`src/rtl/pm_evt_pkg.sv`:
```
package pm_evt_pkg;
    localparam int CTL1_OFS     = 4;
    localparam int CTL2_OFS     = 5;
    localparam int SCI_EN_BIT   = 0;
    localparam int BM_RLD_BIT   = 1;
    localparam int REL_BIT      = 2;
    localparam logic [7:0] CTL1_WMASK = 8'h03;

    typedef struct packed {
        logic [7:0] ctl1;
    } regs_t;

    typedef struct packed {
        logic fw_sts;
        logic sci;
        logic smi;
    } route_t;
endpackage

```
`src/rtl/pm_regbank.sv`:
```
module pm_regbank
    import pm_evt_pkg::*;
#(
    parameter int ADDR_W = 16
) (
    input  logic              clk,
    input  logic              rst_n,
    input  logic [ADDR_W-1:0] base_addr,
    input  logic [ADDR_W-1:0] io_addr,
    input  logic              io_wr,
    input  logic              io_rd,
    input  logic [7:0]        io_wdata,
    output logic [7:0]        io_rdata,
    output logic              io_rd_hit,
    output logic              sci_route,
    output logic              bm_reload,
    output logic              rel_set
);
    logic [ADDR_W-1:0] ctl1_addr;
    logic [ADDR_W-1:0] ctl2_addr;
    logic              hit1;
    logic              hit2;
    regs_t             st_d, st_q;

    assign ctl1_addr = base_addr + ADDR_W'(CTL1_OFS);
    assign ctl2_addr = base_addr + ADDR_W'(CTL2_OFS);
    assign hit1      = (io_addr == ctl1_addr);
    assign hit2      = (io_addr == ctl2_addr);

    always_comb begin
        st_d = st_q;
        if (io_wr && hit1) begin
            st_d.ctl1 = io_wdata & CTL1_WMASK;
        end
    end

    always_ff @(posedge clk or negedge rst_n) begin
        if (!rst_n) st_q <= '0;
        else        st_q <= st_d;
    end

    always_comb begin
        io_rd_hit = io_rd && (hit1 || hit2);
        io_rdata  = 8'h00;
        if (io_rd && hit1) io_rdata = st_q.ctl1;
    end

    assign sci_route = st_q.ctl1[SCI_EN_BIT];
    assign bm_reload = st_q.ctl1[BM_RLD_BIT];
    assign rel_set   = io_wr && hit1 && io_wdata[REL_BIT];
endmodule

```
`src/rtl/pm_route.sv`:
```
module pm_route
    import pm_evt_pkg::*;
#(
    parameter int EVT_W = 4
) (
    input  logic             clk,
    input  logic             rst_n,
    input  logic [EVT_W-1:0] pm_evt,
    input  logic             sci_route,
    input  logic             bm_reload,
    input  logic             bm_ctrl_en,
    input  logic             bm_req,
    input  logic             smi_en,
    input  logic             fw_en,
    input  logic             rel_set,
    input  logic             fw_sts_clr,
    output logic             sci,
    output logic             smi,
    output logic             fw_sts
);
    route_t st_d, st_q;
    logic   any_evt;

    assign any_evt = |pm_evt;

    always_comb begin
        st_d = st_q;
        if (rel_set)         st_d.fw_sts = 1'b1;
        else if (fw_sts_clr) st_d.fw_sts = 1'b0;
        st_d.sci = (sci_route && any_evt) || (bm_reload && bm_ctrl_en && bm_req);
        st_d.smi = (!sci_route && smi_en && any_evt) || (st_q.fw_sts && fw_en);
    end

    always_ff @(posedge clk or negedge rst_n) begin
        if (!rst_n) st_q <= '0;
        else        st_q <= st_d;
    end

    assign sci    = st_q.sci;
    assign smi    = st_q.smi;
    assign fw_sts = st_q.fw_sts;
endmodule

```
`src/rtl/pm_evt_router.sv`:
```
module pm_evt_router #(
    parameter int ADDR_W = 16,
    parameter int EVT_W  = 4
) (
    input  logic              clk,
    input  logic              rst_n,
    input  logic [ADDR_W-1:0] base_addr,
    input  logic [ADDR_W-1:0] io_addr,
    input  logic              io_wr,
    input  logic              io_rd,
    input  logic [7:0]        io_wdata,
    output logic [7:0]        io_rdata,
    output logic              io_rd_hit,
    input  logic [EVT_W-1:0]  pm_evt,
    input  logic              bm_ctrl_en,
    input  logic              bm_req,
    input  logic              smi_en,
    input  logic              fw_en,
    input  logic              fw_sts_clr,
    output logic              sci,
    output logic              smi,
    output logic              fw_sts
);
    logic sci_route;
    logic bm_reload;
    logic rel_set;

    pm_regbank #(.ADDR_W(ADDR_W)) u_regs (
        .clk       (clk),
        .rst_n     (rst_n),
        .base_addr (base_addr),
        .io_addr   (io_addr),
        .io_wr     (io_wr),
        .io_rd     (io_rd),
        .io_wdata  (io_wdata),
        .io_rdata  (io_rdata),
        .io_rd_hit (io_rd_hit),
        .sci_route (sci_route),
        .bm_reload (bm_reload),
        .rel_set   (rel_set)
    );

    pm_route #(.EVT_W(EVT_W)) u_route (
        .clk        (clk),
        .rst_n      (rst_n),
        .pm_evt     (pm_evt),
        .sci_route  (sci_route),
        .bm_reload  (bm_reload),
        .bm_ctrl_en (bm_ctrl_en),
        .bm_req     (bm_req),
        .smi_en     (smi_en),
        .fw_en      (fw_en),
        .rel_set    (rel_set),
        .fw_sts_clr (fw_sts_clr),
        .sci        (sci),
        .smi        (smi),
        .fw_sts     (fw_sts)
    );
endmodule

```
`config.mk`:
```
export PLATFORM = sky130hd
export DESIGN_NAME = pm_evt_router
export DESIGN_NICKNAME = d
export VERILOG_FILES = /design/src/rtl/pm_evt_pkg.sv /design/src/rtl/pm_regbank.sv /design/src/rtl/pm_route.sv /design/src/rtl/pm_evt_router.sv
export SDC_FILE = /design/constraint.sdc
export NUM_CORES = 1
export LEC_CHECK = 0
export CORE_MARGIN = 2
export CORE_UTILIZATION = 33
export DETAILED_ROUTE_END_ITERATION = 10
export PLACE_DENSITY = 0.7
export SLEW_MARGIN = 10
export SYNTH_ARGS = -nofsm -noshare
export SYNTH_HDL_FRONTEND = slang
export SYNTH_SLANG_ARGS = --single-unit
```
`constraint.sdc`:
```
create_clock -name clk -period 3 [get_ports clk]
set_clock_uncertainty 0.15 [all_clocks]
set_input_delay 0.45 -clock clk [delete_from_list [all_inputs] [get_ports clk]]
set_output_delay 0.45 -clock clk [all_outputs]
set_load 0.01 [all_outputs]
```
==> out/summary.txt, run 1 <==
IO Port Bufs - 53
total grt overflow - 0
final setup vio count - 0
Nets - 329
setup ws final - 0.0969 ns
final instance area - 2500 sq um
Simple-Gate Fraction of Synth Area - 0.347
# IOs - 65
CTS tree - done
post-synthesis async set-or-reset flop share - 1.00
total power divided by cell area - 186 nW/um^2
Syn-to-layout area delta - 112%
Post-Syn Instances - 158
Sink Count - 5
max cap viols - 0
site row count - 21
critical path data required time - 2.40 ns
FF-to-FF End - u_regs.st_q[1]
CP endpoint kind - output pin
compound-gate portion of the synthesized area - 0.187
final wirelength - 4690 um
H-tree depth - 1
Max VDD drop - 0.0781 mV
Tot GR Track Use - 0.204
final antenna-violating net count - 0
# DRC - 0
leakage - 1.09 nW
core box area - 3390 sq um
Yosys reg bits - 5
top cells by area, synth - xnor2_1 (14%), dfrtp_1 (11%), xor2_1 (5.9%)
FF-to-FF Start - u_regs.st_q[1]
wire length per cell - 14.7 um
cells on worst reg2reg path - 1
EDFF count, synth - 0
Hold Crit Class - in -> async
CTS Buf Count - 3
status - finished, final reports clean
initial antenna violation count - 0
Post-Synth XOR/XNOR Area - 0.214
Post-DP Area - 2050 sq um
dominant synthesized flop cell - dfrtp_1
die height - 63.9 um
syn_area_per_cell - 7.49 sq um
crit path from - base_addr[3]
reg-to-reg slack, setup - 2.05 ns
mapped cell area - 1180 sq um
CTS Buffer Depth - 2
fmax - 344 MHz
die area - 4080 sq um
TritonRoute pass-1 iters - 4
Synth warnings - 0
worst-path maximum fanout - 3
Setup crit end - io_rd_hit
Yosys top cell by area - xnor2_1
die extent in x - 63.9 um
distinct cell type count after synthesis - 50
final hold vios - 0
register area share after synthesis - 0.106
Pins Over Slew Limit - 0
post-synthesis mux area share - 0.0285
layout cell share with drive strength beyond 1 - 0.467
largest net degree at the start of global routing - 8
clock root cell - clkbuf_4
Initial Utilization - 0.349
Clock Pin Slew Worst Setup and Hold Paths - 0.04 ns
number of global-route vias before repair - 1602
overall power - 0.467 mW
Clock Latency Late Sink - 0.25 ns
post-route setup TNS - 0 ns
routed vias - 1676
Arrival @ worst endpoint - 2.30 ns
Worst Setup Path Type - in -> out
first-pass GRT wire length - 6780 um
area fraction of the dominant cell type after synthesis - 0.141
Tmin final - 2.90 ns
final core occ - 0.739
Initial DRC Count - 53
hpwl dp - 3180 um
DP Worst Slack - -0.803 ns
adder-cell area share of the yosys netlist - 0.0317
largest family of logic cells by synthesized area - simple AND/OR/NAND/NOR gates
Vias/cell - 5.27
Final GP Congestion - 0.833
Startpoint Class - input port
Final period util - 0.968
antenna diode count - 0
-- worst min path at each step --
| stage | end | depth (start not counted) | slack (ns) | startpoint |
|---|---|---|---|---|
| floorplan | u_regs.st_q[0] | 0 | 0.004 | rst_n |
| global placement | u_regs.st_q[1] | 1 | 0.36 | u_regs.st_q[1] |
| detailed placement | u_route.smi | 1 | 0.37 | u_route.fw_sts |
| CTS | u_route.sci | 1 | 0.27 | rst_n |
| global route | u_route.smi | 1 | 0.27 | rst_n |
| finish | u_route.smi | 1 | 0.27 | rst_n |
-- per-stage QoR --
step,cells,hold WS (ns)
after global placement,296,0.356
after CTS,312,0.275
after detailed placement,296,0.366
final,318,0.274
after global routing,318,0.272
after floorplan,163,0.00441
-- worst max-delay path, stage by stage --
cell and delay, ns:
buf_4 0.14, ha_4 0.16, buf_4 0.15, and2_4 0.15, o21ai_4 0.13, o311ai_4 0.12, a2111oi_4 0.39, nand4_1 0.21
buf_4 0.19, o41ai_2 0.04, buf_2 0.18
-- flip-flops by register name, summed over array words and instances, names as in the netlist --
signal	count
u_route.sci	1
u_route.smi	1
u_route.fw_sts	1
u_regs.st_q	2
-- Yosys cell counts (2+ instances only) --
library cell,number
a211oi_1,3
a21oi_1,3
a221oi_1,2
a32o_1,2
and2_1,3
buf_2,4
buf_4,7
dfrtp_1,5
ha_1,3
inv_1,4
mux2_1,2
nand2_1,16
nand2b_1,2
nand3_1,8
nand3b_1,2
nand4_1,5
nor2_1,13
nor3_1,7
nor3b_1,2
nor4_1,5
o21ai_0,3
o22ai_1,3
or2b_1,2
xnor2_1,19
xor2_1,8
-- layer usage --
metal | GRT usage | share of wire
met5 | 0 | 0
met4 | 0.0734 | 0.022
met3 | 0.0370 | 0.069
met2 | 0.368 | 0.51
met1 | 0.239 | 0.39
-- power breakdown --
| group | switching, mW | internal, mW |
|---|---|---|
| Sequential | 0.000206 | 0.0686 |
| Combinational | 0.145 | 0.174 |
| Clock | 0.0284 | 0.0503 |
-- layout by cell type (no fill, tap or decap), types with 2 or more instances in the layout --
cell	n
dlygate4sd2_1	11
buf_2	4
o21ai_0	2
nor3_2	3
nand2_1	15
o22ai_1	3
nor4_2	2
nor3_1	3
clkbuf_4	3
xor2_2	3
xor2_1	5
or2b_1	2
nand4_1	5
nand3_1	6
dfrtp_1	5
nand2b_1	2
mux2_1	2
clkbuf_2	6
and2_1	2
a32o_1	2
buf_4	61
inv_1	3
buf_6	4
dlymetal6s2s_1	6
nor4_1	2
nor4_4	2
conb_1	6
ha_4	3
nor3b_2	2
xnor2_2	5
clkdlybuf4s50_1	23
a211oi_1	2
nor2_1	12
xnor2_1	14
nand3b_1	2
-- repair_timing --
| item | 4_1_cts | 5_1_grt |
|---|---|---|
| gates cloned | 0 | 0 |
| pin swaps | 21 | 27 |
| endpoints found under the setup margin | 3 | 5 |
| buffers inserted | 13 | 6 |
| gates resized for setup | 66 | 58 |
| hold buffers | 0 | 0 |
| endpoints found under the hold margin | 0 | 0 |
-- kinds of logic after synthesis --
group	after synthesis
AO/OA/AOI/OAI	27
XOR/XNOR	28
adder cells (fa/ha/maj)	3
buffers and inverters	16
flip-flops	5
multiplexers	3
other	1
AND/OR/NAND/NOR	75
-- cell type report --
type                    count  area (sq um)
repair buffers            117           980
fillers                   229           885
multi-input cells         142          1300
inverters                   4          17.5
clock buffers               4          26.3
well taps                  46          57.6
flip-flops and latches      5           125
Note: power is estimated with default switching activity, not from simulation.
==> run 2, diff against run 1 <==
GPL_ROUTABILITY_DRIVEN = 0   (was default)
==> results of run 2 <==
No change in the layout: final DEF, timing and power equal those of run 1.
